`src/rtl/pix_fix_pkg.sv`:
```
package pix_fix_pkg;

    localparam int PIX_W  = 8;
    localparam int NBR    = 8;
    localparam int MID_LO = NBR / 2 - 1;
    localparam int MID_HI = NBR / 2;

    typedef logic [PIX_W-1:0] pix_t;

    // beat as captured from the input handshake
    typedef struct packed {
        logic                 defect;
        pix_t                 centre;
        logic [NBR-1:0][PIX_W-1:0] nbr;
    } beat_t;

    // beat after the middle ranks have been found
    typedef struct packed {
        logic defect;
        pix_t centre;
        pix_t lo;
        pix_t hi;
    } mid_t;

    // rounded mean, half rounds up, using one extra bit for the sum
    function automatic pix_t mean_up(pix_t a, pix_t b);
        logic [PIX_W:0] s;
        s = {1'b0, a} + {1'b0, b} + {{PIX_W{1'b0}}, 1'b1};
        return PIX_W'(s >> 1);
    endfunction

endpackage

```
`src/rtl/oe_layer.sv`:
```
module oe_layer #(
    parameter int N     = 8,
    parameter int PIX_W = 8,
    parameter int ODD   = 0
) (
    input  logic [N-1:0][PIX_W-1:0] d,
    output logic [N-1:0][PIX_W-1:0] q
);
    // one layer of an odd-even transposition network
    always_comb begin
        q = d;
        for (int i = ODD; i + 1 < N; i += 2) begin
            if (d[i] > d[i+1]) begin
                q[i]   = d[i+1];
                q[i+1] = d[i];
            end
        end
    end
endmodule

```
`src/rtl/mid_sorter.sv`:
```
module mid_sorter #(
    parameter int N     = 8,
    parameter int PIX_W = 8
) (
    input  logic [N-1:0][PIX_W-1:0] d,
    output logic [PIX_W-1:0]        lo,
    output logic [PIX_W-1:0]        hi
);
    localparam int LAYERS = N;
    localparam int RLO    = N / 2 - 1;
    localparam int RHI    = N / 2;

    logic [N-1:0][PIX_W-1:0] w [0:LAYERS];

    assign w[0] = d;

    for (genvar l = 0; l < LAYERS; l++) begin : g_layer
        oe_layer #(
            .N     (N),
            .PIX_W (PIX_W),
            .ODD   (l % 2)
        ) u_layer (
            .d (w[l]),
            .q (w[l+1])
        );
    end

    assign lo = w[LAYERS][RLO];
    assign hi = w[LAYERS][RHI];
endmodule

```
`src/rtl/defect_median_fix.sv`:
```
module defect_median_fix
    import pix_fix_pkg::*;
(
    input  logic                 clk,
    input  logic                 rst,
    input  logic                 in_valid,
    output logic                 in_ready,
    input  logic                 in_defect,
    input  logic [PIX_W-1:0]     in_centre,
    input  logic [NBR*PIX_W-1:0] in_nbrs,
    output logic                 out_valid,
    input  logic                 out_ready,
    output logic [PIX_W-1:0]     out_pix
);
    logic  en;
    beat_t a_q;
    logic  a_valid;
    mid_t  b_q;
    logic  b_valid;
    pix_t  c_pix;
    logic  c_valid;
    pix_t  s_lo, s_hi;

    // whole pipeline advances unless the last stage is blocked
    assign en       = !c_valid || out_ready;
    assign in_ready = en;

    // stage A: capture
    always_ff @(posedge clk) begin
        if (rst)     a_valid <= 1'b0;
        else if (en) a_valid <= in_valid;
    end

    always_ff @(posedge clk) begin
        if (en && in_valid) begin
            a_q.defect <= in_defect;
            a_q.centre <= in_centre;
            a_q.nbr    <= in_nbrs;
        end
    end

    mid_sorter #(
        .N     (NBR),
        .PIX_W (PIX_W)
    ) u_sort (
        .d  (a_q.nbr),
        .lo (s_lo),
        .hi (s_hi)
    );

    // stage B: middle ranks
    always_ff @(posedge clk) begin
        if (rst)     b_valid <= 1'b0;
        else if (en) b_valid <= a_valid;
    end

    always_ff @(posedge clk) begin
        if (en) begin
            b_q.defect <= a_q.defect;
            b_q.centre <= a_q.centre;
            b_q.lo     <= s_lo;
            b_q.hi     <= s_hi;
        end
    end

    // stage C: select and output
    always_ff @(posedge clk) begin
        if (rst)     c_valid <= 1'b0;
        else if (en) c_valid <= b_valid;
    end

    always_ff @(posedge clk) begin
        if (en) c_pix <= b_q.defect ? mean_up(b_q.lo, b_q.hi) : b_q.centre;
    end

    assign out_valid = c_valid;
    assign out_pix   = c_pix;

    // sorter hands over ranks in ascending order
    p_mid_order_r2: assert property (@(posedge clk) disable iff (rst)
        b_valid |-> (b_q.lo <= b_q.hi));

    // repaired value lies between the two middle ranks
    p_mean_bounds_r3: assert property (@(posedge clk) disable iff (rst)
        (en && b_valid && b_q.defect) |=>
            (c_pix >= $past(b_q.lo) && c_pix <= $past(b_q.hi)));

    // unflagged beats leave with their stored value
    p_pass_r1: assert property (@(posedge clk) disable iff (rst)
        (en && b_valid && !b_q.defect) |=> (c_pix == $past(b_q.centre)));

    // a blocked output holds still
    p_hold_r8: assert property (@(posedge clk) disable iff (rst)
        (c_valid && !out_ready) |=> (c_valid && $stable(c_pix)));
endmodule

```
`config.mk`:
```
export PLATFORM = sky130hd
export DESIGN_NAME = defect_median_fix
export DESIGN_NICKNAME = d
export VERILOG_FILES = /design/src/rtl/pix_fix_pkg.sv /design/src/rtl/oe_layer.sv /design/src/rtl/mid_sorter.sv /design/src/rtl/defect_median_fix.sv
export SDC_FILE = /design/constraint.sdc
export NUM_CORES = 1
export LEC_CHECK = 0
export BUFFER_PORTS_ARGS = -buffer_cell sky130_fd_sc_hd__buf_4
export CAP_MARGIN = 20
export CORE_UTILIZATION = 57
export DETAILED_ROUTE_END_ITERATION = 6
export MAX_ROUTING_LAYER = met4
export PLACE_DENSITY = 0.76
export SYNTH_ARGS = -nofsm -noshare
export SYNTH_HDL_FRONTEND = slang
export SYNTH_SLANG_ARGS = --single-unit
```
`constraint.sdc`:
```
create_clock -name clk -period 18 [get_ports clk]
set_input_delay 2.7 -clock clk [delete_from_list [all_inputs] [get_ports clk]]
set_output_delay 2.7 -clock clk [all_outputs]
set_load 0.01 [all_outputs]
```
# Word-level counts from Yosys, hierarchy flattened

Cells that the tools add are included.

Register bits: 109
Input bits: 77
Logic and storage cells: 72

Add/sub/neg operators: 2
Magnitude comparators: 24
Muxes and demuxes: 25
Reduce and logical (&&, ||, !) cells: 3

Operator list:

| operator                                                      | number |
|---|---|
| 16-bit 2-to-1 mux                                             | 21 |
| 8-bit > comparator                                            | 24 |
| 8-bit 2-to-1 mux                                              | 4 |
| 8-bit by 8-bit adder with 9-bit output                        | 1 |
| 9-bit by 1-bit adder with 9-bit output, second input constant | 1 |
| 1-bit logical AND                                             | 1 |
| 1-bit logical NOT                                             | 1 |
| 1-bit logical OR                                              | 1 |

# Logic depth before layout (Yosys ltp)

Gate-level depths: netlist (run 1).

Word-level depth: 16
Mapped depth: 87
Gate-level depth less buffers: 78

# Hierarchy

Synthesis (run 1) repeated with hierarchy kept, for this count alone.

Cell total of the unflattened synthesis: 1838
Area, all modules: 18391.4 µm²

Modules (own cells, without submodules):

| module                                   | times used | cells each | area each (µm²) | seq. area each (µm²) |
|---|---|---|---|---|
| oe_layer (u_sort.g_layer[0].u_layer ...) | 4          | 176        | 1891.8          | 0.0 |
| oe_layer (u_sort.g_layer[1].u_layer ...) | 3          | 228        | 1706.6          | 0.0 |
| defect_median_fix                        | 1          | 187        | 3773.6          | 3243.1 |
| oe_layer (u_sort.g_layer[7].u_layer)     | 1          | 263        | 1930.6          | 0.0 |

# Least setup slack after synthesis (run 1)

OpenSTA, ideal clock, no wires.

Kind: reg-to-reg
Start: register a_q[17] (netlist name)
End: register b_q[0] (netlist name) (data pin)
Setup time: 279 ps
Arrival: 16868 ps
Slack: 853 ps
Stages on the path, launching flop included: 82
Cells stage by stage: edfxtp_1 -> ha_1 -> nor2b_1 -> o211ai_2 -> and2_1 -> o21ai_2 -> nand2_1 -> clkbuf_1 -> mux2i_1 -> inv_1 -> ha_1 -> and3_1 -> a221o_1 -> a21o_1 -> a21oi_1 -> o21ai_0 -> o21ai_1 -> clkbuf_1 -> (+46 left out) -> a21o_1 -> a21o_1 -> a21oi_1 -> nor4b_1 -> a221oi_4 -> mux2i_1 -> inv_1 -> ha_1 -> nor2b_1 -> o21a_1 -> o21ai_0 -> nand2b_1 -> a21oi_1 -> o21ai_0 -> o31a_1 -> buf_1 -> clkbuf_1 -> mux2i_1

Cells in the longest elaborated chain, start to end: 16
Elaborated cells between the ends (all ways): 38

Ends and longest elaborated chain:

| element                                                      | line                    | RTL |
|---|---|---|
| from (decl)                                                  | defect_median_fix.sv:16 | `beat_t a_q;` |
| 8-bit > comparator                                           | oe_layer.sv:13          | `if (d[i] > d[i+1]) begin` |
| 16-bit 2-to-1 mux *                                          | oe_layer.sv:13          |  |
| 8-bit > comparator                                           | oe_layer.sv:13          |  |
| 16-bit 2-to-1 mux                                            | oe_layer.sv:13          |  |
| 8-bit > comparator                                           | oe_layer.sv:13          |  |
| 16-bit 2-to-1 mux                                            | oe_layer.sv:13          |  |
| 8-bit > comparator                                           | oe_layer.sv:13          |  |
| 16-bit 2-to-1 mux                                            | oe_layer.sv:13          |  |
| 8-bit > comparator                                           | oe_layer.sv:13          |  |
| 16-bit 2-to-1 mux / 8-bit 2-to-1 mux (equally long branches) | oe_layer.sv:13          |  |
| 8-bit > comparator                                           | oe_layer.sv:13          |  |
| 16-bit 2-to-1 mux / 8-bit 2-to-1 mux (equally long branches) | oe_layer.sv:13          |  |
| 8-bit > comparator                                           | oe_layer.sv:13          |  |
| 16-bit 2-to-1 mux / 8-bit 2-to-1 mux (equally long branches) | oe_layer.sv:13          |  |
| 8-bit > comparator                                           | oe_layer.sv:13          |  |
| 16-bit 2-to-1 mux *                                          | oe_layer.sv:13          |  |
| via s_hi[0]                                                  | defect_median_fix.sv:22 | `pix_t s_lo, s_hi;` |
| to (decl)                                                    | defect_median_fix.sv:18 | `mid_t b_q;` |

Mark *: on every way through the listed nets, which the timed path passes. The rest lies on a longest branch.
A chain may end at the register's enable or synchronous reset.

# Worst setup path in the final report (run 1)

Start: register a_q[25] (netlist name)
End: register b_q[14] (netlist name) (data pin)

Cells in the longest elaborated chain, start to end: 16
Elaborated cells between the ends (all ways): 38

Ends and longest elaborated chain:

| element                                                      | line |
|---|---|
| 8-bit > comparator                                           | oe_layer.sv:13 |
| 16-bit 2-to-1 mux *                                          | oe_layer.sv:13 |
| 8-bit > comparator                                           | oe_layer.sv:13 |
| 16-bit 2-to-1 mux                                            | oe_layer.sv:13 |
| 8-bit > comparator                                           | oe_layer.sv:13 |
| 16-bit 2-to-1 mux                                            | oe_layer.sv:13 |
| 8-bit > comparator                                           | oe_layer.sv:13 |
| 16-bit 2-to-1 mux                                            | oe_layer.sv:13 |
| 8-bit > comparator                                           | oe_layer.sv:13 |
| 16-bit 2-to-1 mux / 8-bit 2-to-1 mux (equally long branches) | oe_layer.sv:13 |
| 8-bit > comparator                                           | oe_layer.sv:13 |
| 16-bit 2-to-1 mux / 8-bit 2-to-1 mux (equally long branches) | oe_layer.sv:13 |
| 8-bit > comparator                                           | oe_layer.sv:13 |
| 16-bit 2-to-1 mux / 8-bit 2-to-1 mux (equally long branches) | oe_layer.sv:13 |
| 8-bit > comparator                                           | oe_layer.sv:13 |
| 16-bit 2-to-1 mux *                                          | oe_layer.sv:13 |
| via s_lo[6]                                                  | defect_median_fix.sv:22 |

Marks and branches as above.

==> results of run 1 <==
[flip-flops by register name, summed over array words and instances (netlist names)]
| register | count |
|---|---|
| a_q | 73 |
| a_valid | 1 |
| out_pix | 8 |
| b_q | 25 |
| b_valid | 1 |
| out_valid | 1 |
[worst max-delay path: cells and delay by family (launching register included)]
family	cells	cell delay [ns]
DFF	1	0.49
and+or+nand+nor	16	3.02
muxes	10	2.98
AOI/OAI and AO/OA	33	6.22
buffers and inverters	12	1.56
adders and majority gates	8	2.21
[Yosys cell counts, types with 5 or more instances]
cell,count
inv_1,174
ha_1,170
mux2i_1,170
a21oi_1,126
nor2_1,113
edfxtp_1,106
nand2_1,87
o21ai_0,71
a21o_1,47
mux2_2,30
nand3_1,26
clkbuf_1,25
o21a_1,22
nand4_1,19
nor2b_1,15
a31oi_1,14
nand2b_1,14
a211oi_1,13
o211ai_1,13
and3_1,12
and2_1,11
nor3_1,11
xnor2_1,11
o21ai_1,9
xor2_1,9
and4_1,8
or2_2,7
o31a_1,6
a211o_1,5
buf_1,5
nor4_1,5
[cells by family (layout without fill, tap and decap cells)]
group	Yosys count	after routing
AO/OA/AOI/OAI	426	426
AND/OR/NAND/NOR	349	349
XOR/XNOR	21	21
multiplexers	203	203
flip-flops	109	109
adder cells (fa/ha/maj)	176	176
buffers and inverters	208	298
[worst max path at each step]
| stage | from | end | slack (ns) | depth (start not counted) |
|---|---|---|---|---|
| 6_report | a_q[25] | b_q[14] | 1.33 | 79 |
| 5_1_grt | a_q[17] | b_q[10] | -0.03 | 80 |
| 4_1_cts | a_q[49] | b_q[14] | 0.51 | 72 |
| 3_5_place_dp | a_q[17] | b_q[14] | 0.57 | 76 |
| 3_3_place_gp | a_q[17] | b_q[9] | 1.11 | 77 |
| 2_1_floorplan | a_q[17] | b_q[0] | 0.85 | 81 |
[cell usage in the layout (no fill, tap or decap), types with 5 or more instances in the layout]
| cell | synthesis | final |
|---|---|---|
| a31oi_1 | 14 | 14 |
| nor2_1 | 113 | 113 |
| nand2_1 | 87 | 85 |
| and4_1 | 8 | 8 |
| or2_2 | 7 | 7 |
| nand2b_1 | 14 | 13 |
| edfxtp_1 | 106 | 106 |
| clkbuf_16 | 0 | 9 |
| and2_1 | 11 | 10 |
| xor2_1 | 9 | 9 |
| ha_1 | 170 | 170 |
| o21a_1 | 22 | 22 |
| o31a_1 | 6 | 6 |
| mux2i_1 | 170 | 169 |
| a21oi_1 | 126 | 124 |
| o21ai_1 | 9 | 8 |
| nand4_1 | 19 | 19 |
| nor3_1 | 11 | 11 |
| o211ai_1 | 13 | 13 |
| a211o_1 | 5 | 5 |
| and3_1 | 12 | 12 |
| o21ai_0 | 71 | 70 |
| buf_4 | 2 | 108 |
| inv_1 | 174 | 174 |
| a211oi_1 | 13 | 13 |
| a21o_1 | 47 | 46 |
| xnor2_1 | 11 | 11 |
| a21oi_2 | 4 | 5 |
| nor2b_1 | 15 | 15 |
| mux2_2 | 30 | 30 |
| nand2_2 | 4 | 5 |
| nand3_1 | 26 | 26 |
| nor4_1 | 5 | 5 |
[layout make-up]
cell class	count	area [µm²]	share of cell area (%)
Inverter	174	653.1	4.468
Tap cell	285	356.6	2.439
Clock buffer	9	225.2	1.541
Clock inverter	6	56.30	0.3851
Timing Repair Buffer	109	830.8	5.683
Sequential cell	109	3243	22.18
Multi-Input combinational cell	1175	9254	63.30
[per-stage QoR]
step / instances / setup slack [ns] / hold WS [ns]
after floorplan: 1492 / 0.8535 / 0.4003
after global placement: 1842 / 1.107 / 0.4002
after detailed placement: 1842 / 0.5728 / 0.4045
after CTS: 1857 / 0.5087 / 0.4177
after global routing: 1867 / -0.02902 / 0.4290
final: 1867 / 1.335 / 0.4223
[timing repair]
item	CTS	global route
endpoints found under the hold margin	0	0
buffers inserted	0	10
gates resized for setup	0	13
setup endpoints to repair	0	16
[layer usage]
metal | vias up | global-route usage [%] | wire length (µm)
met1 | 5362 | 33.75 | 14450
met5 | - | - | 0
met2 | 270 | 47.23 | 15430
met3 | 29 | 2.242 | 1137
met4 | 0 | 6.318 | 369
li1 | 5724 | - | -
==> flow_summary.toml, run 1 <==
[synthesis]
yosysUniqueCellTypes = 105
synthAdderAreaFrac_pct = 16.62
yosysWarnings = 0
seq_area_frac_synth_pct = 24.52
synth_area_mm2 = 0.01323
synth_flop_cell = "edfxtp_1"
synth_nets = 1740
synth_area_per_cell_um2 = 8.864
yosys.area_share.xor_xnor_pct = 1.447
synth_compound_area_share_pct = 22.78
synth_cells = 1492
synth_top_area_cell = "edfxtp_1"
ys_ff_latch = 109
synthSimpleGateAreaFrac_pct = 12.79
yosys-top-cells-area = "edfxtp_1, ha_1, mux2i_1, inv_1, a21oi_1"
async_flop_share_pct = 0
synth_top_area_share_pct = 24.07
synth_edf_count = 106
synth_top_family_by_area = "compound AO/OA/AOI/OAI gates"
synth_mux_area_share_pct = 15.81

[detailed_routing]
drt_iter0_markers = 721
dr.pass1.iters = 7
wl_um = 31390
wl_per_cell_um = 16.81
ant_nets = 0
viasPerCell = 6.098
post-route-drc-count = 0
num_vias = 11390

[setup_path]
end_kind = "flop"
worstReg2RegStart = "a_q[25]"
max_stage_delay_ns = 0.49
start_kind = "flop"
crit_fanout = 19
r2r_cells = 79
slowest_stage = "edfxtp_1"
r2r-end = "b_q[14]"
r2r_setup_slack_ns = 1.33
crit_required_ns = 18.21
crit_arrival_ns = 16.88
path_class = "reg -> reg"

[place]
place_congestion = 0.9583
portBuffers = 86
dpl.hpwl_um = 25470
dpl_cell_area_mm2 = 0.01419

[sta]
slew_headroom_pct = 45.09
setup_violations = 0
fin_crit_sh_pct = 92.59
drv_slew = 0
finalSetupTns_ns = 0
fin_worst_skew_ns = 0.009072
fmax_mhz = 60.00
tightest_slew_ns = 0.8236
finalHoldViolCount = 0
min_period_ns = 16.67

[global_route]
grtUsageTotal_pct = 26.96
antenna_found_initial = 0
grt_max_degree = 64
grt_pass1_vias = 10550
grt_first_pass_wirelength_um = 50340
grt_overflow_total = 0

[clock_tree]
clock_sinks = 109
cts_tree = "done"
cts_buffers = 9
cts_root_buf = "clkbuf_16"
htreeDepth = 3
holdBufCountCts = 0
clockBufferDepth = 2
clk_latency_ns = 0.37
clk_pin_slew_ns = 0.08

[floorplanning]
die_w_um = 154.3
coreArea_mm2 = 0.02271
placementRows = 55
die_h_um = 154.3
die-area_mm2 = 0.02381
start_util_pct = 58.24
ios = 87

[min_path]
hold_class = "reg -> reg"
hp-start = "a_q[67]"
holdPathEnd = "b_q[19]"
hold_depth = 0

[final_layout]
nets = 1826
design_area_mm2 = 0.01462
finish.utilization_pct = 64.37
nFillCells = 1889
drive_gt1_share_pct = 14.29
diodes = 0
flow.area_growth_from_synthesis_pct = 10.54

[flow_run]
maxCapViolations = 0

[run_status]
status = "completed"
Power of run 1 is not shown: default switching activity piles up to over one toggle a cycle in this logic, so the estimate is an artifact.
==> inputs of run 2 (changes only) <==
--- a/config.mk
+++ b/config.mk
@@ -7,10 +7,12 @@
 export LEC_CHECK = 0
 export BUFFER_PORTS_ARGS = -buffer_cell sky130_fd_sc_hd__buf_4
 export CAP_MARGIN = 20
-export CORE_UTILIZATION = 57
+export CORE_UTILIZATION = 59
 export DETAILED_ROUTE_END_ITERATION = 6
 export MAX_ROUTING_LAYER = met4
-export PLACE_DENSITY = 0.76
+export PLACE_DENSITY = 0.77
+export SLEW_MARGIN = 20
 export SYNTH_ARGS = -nofsm -noshare
 export SYNTH_HDL_FRONTEND = slang
+export SYNTH_HIERARCHICAL = 1
 export SYNTH_SLANG_ARGS = --single-unit
==> run 2 against run 1 <==
  * Sequential share of layout area shrank 1.9 points
  * Count of clock-buffer cells in the layout grew 1
  * Hold slack lost 0.00053 ns
  * The run now ends with DRC left
  * Setup slack gained 1.9 ns
  * First-iteration DRC count grew 11%
  * Flip-flop and latch count is the same
  * Global-route usage shrank 2.4 points
  * Synthesized cell count grew 1.8%
  * Non-clock buffer count shrank 20
  * Critical path depth shrank 35
  * Final area grew 9.6%
==> flow_summary.toml, run 2 <==
[run_status]
status = "finished, violations left"
violations = "DRC"

[min_path]
hp-start = "a_q[65]"
holdPathEnd = "b_q[17]"
hold_depth = 0
hold_class = "reg -> reg"

[detailed_routing]
viasPerCell = 6.020
wl_um = 31200
post-route-drc-count = 1
dr.pass1.iters = 7
wl_met1_um = 14270
ant_nets = 0
num_vias = 11240
wl_met2_um = 15070
drt_iter0_markers = 800
top_layer = "met4"
wl_met3_um = 1196
wl_per_cell_um = 16.71

[final_layout]
regMostFlops = "a_q"
diodes = 0
flow.area_growth_from_synthesis_pct = 4.003
finish.utilization_pct = 63.09
drive_gt1_share_pct = 33.18
largest_reg_flops = 73
nFillCells = 2065
nets = 1809
final_cell_mix = "inv_1, ha_1, mux2_2, mux2_4, nand2_1"

[clock_tree]
holdBufCountCts = 0
post_cts_buffers = 0
clockBufferDepth = 2
cts_buffers = 9
clk_latency_ns = 0.36
htreeDepth = 3
cts_tree = "done"
clock_sinks = 109
cts_resized = 0
clk_pin_slew_ns = 0.08
cts_root_buf = "clkbuf_16"

[global_route]
grt_max_degree = 74
grt_pass1_vias = 10780
grt_first_pass_wirelength_um = 52290
antenna_found_initial = 0
grt_overflow_total = 0
grtUsageTotal_pct = 24.52

[sta]
min_period_ns = 14.76
finalHoldViolCount = 0
drv_slew = 0
fmax_mhz = 67.75
finalSetupTns_ns = 0
setup_violations = 0
slew_headroom_pct = 31.57
fin_worst_skew_ns = 0.009383
fin_crit_sh_pct = 82.00
tightest_slew_ns = 1.026
rsz0062_at_grt = "no"

[synthesis]
synth_nets = 1796
synth_area_per_cell_um2 = 10.14
yosysWarnings = 6
synth_area_mm2 = 0.01541
synth_cells = 1519

[floorplanning]
placementRows = 58
die-area_mm2 = 0.02677
die_w_um = 163.6
start_util_pct = 60.66
ios = 87
die_h_um = 163.6
coreArea_mm2 = 0.02540

[setup_path]
crit_required_ns = 18.11
r2r-end = "b_q[15]"
path_class = "reg -> reg"
crit_path_frequent_cell = "ha_1"
start_kind = "flop"
max_stage_delay_ns = 0.87
r2r_cells = 44
worstReg2RegStart = "a_q[39]"
end_kind = "flop"
r2r_setup_slack_ns = 3.24
slowest_stage = "nor3b_2"
crit_arrival_ns = 14.87
crit_fanout = 33

[flow_run]
maxCapViolations = 0

[place]
dpl.hpwl_um = 24900
place_congestion = 0.8992
portBuffers = 86
## run 2: final cells by class
| class | count | area, µm² | area share, % |
|---|---|---|---|
| repair buffers | 89 | 668.1 | 4.170 |
| inverters | 199 | 747.0 | 4.662 |
| well taps | 330 | 412.9 | 2.577 |
| multi-input cells | 1124 | 10660 | 66.53 |
| flip-flops and latches | 109 | 3243 | 20.24 |
| clock inverters | 6 | 62.56 | 0.3904 |
| clock buffers | 10 | 229.0 | 1.429 |
## run 2: how the worst max path moves through the flow
| stage | start | to | slack, ns | depth (start not counted) |
|---|---|---|---|---|
| final | a_q[39] | b_q[15] | 3.24 | 44 |
| after floorplan | a_q[1] | b_q[13] | 6.56 | 57 |
| after detailed placement | a_q[17] | b_q[15] | 3.08 | 45 |
| after global routing | a_q[39] | b_q[15] | 2.11 | 44 |
| after global placement | a_q[17] | b_q[7] | 3.62 | 45 |
| after CTS | a_q[17] | b_q[15] | 3.08 | 45 |
## run 2: through the flow
| step | std cells | hold slack (ns) | setup slack, ns | instance area [µm²] |
|---|---|---|---|---|
| 6_report | 1867 | 0.4218 | 3.240 | 16020 |
| 5_1_grt | 1867 | 0.4269 | 2.112 | 16020 |
| 4_1_cts | 1867 | 0.4255 | 3.076 | 16020 |
| 3_5_place_dp | 1851 | 0.4062 | 3.081 | 15730 |
| 3_3_place_gp | 1851 | 0.4023 | 3.615 | 15730 |
| 2_1_floorplan | 1519 | 0.4003 | 6.559 | 15410 |
## run 2: layer usage
layer,up-vias,track usage [%]
met1,5270,31.18
li1,5652,-
met4,0,6.944
met3,47,2.311
met5,-,-
met2,271,41.29
## run 2: critical path, delay by kind of cell, from the launching register on
kind                     cells  cell delay [ns]
AO/OA/AOI/OAI               18             5.52
flip-flops                   1             0.44
AND/OR/NAND/NOR             10             3.86
buffers and inverters        4             0.24
adder cells (fa/ha/maj)      8             2.68
multiplexers                 4             1.72
Power of run 2 is left out for the same reason.
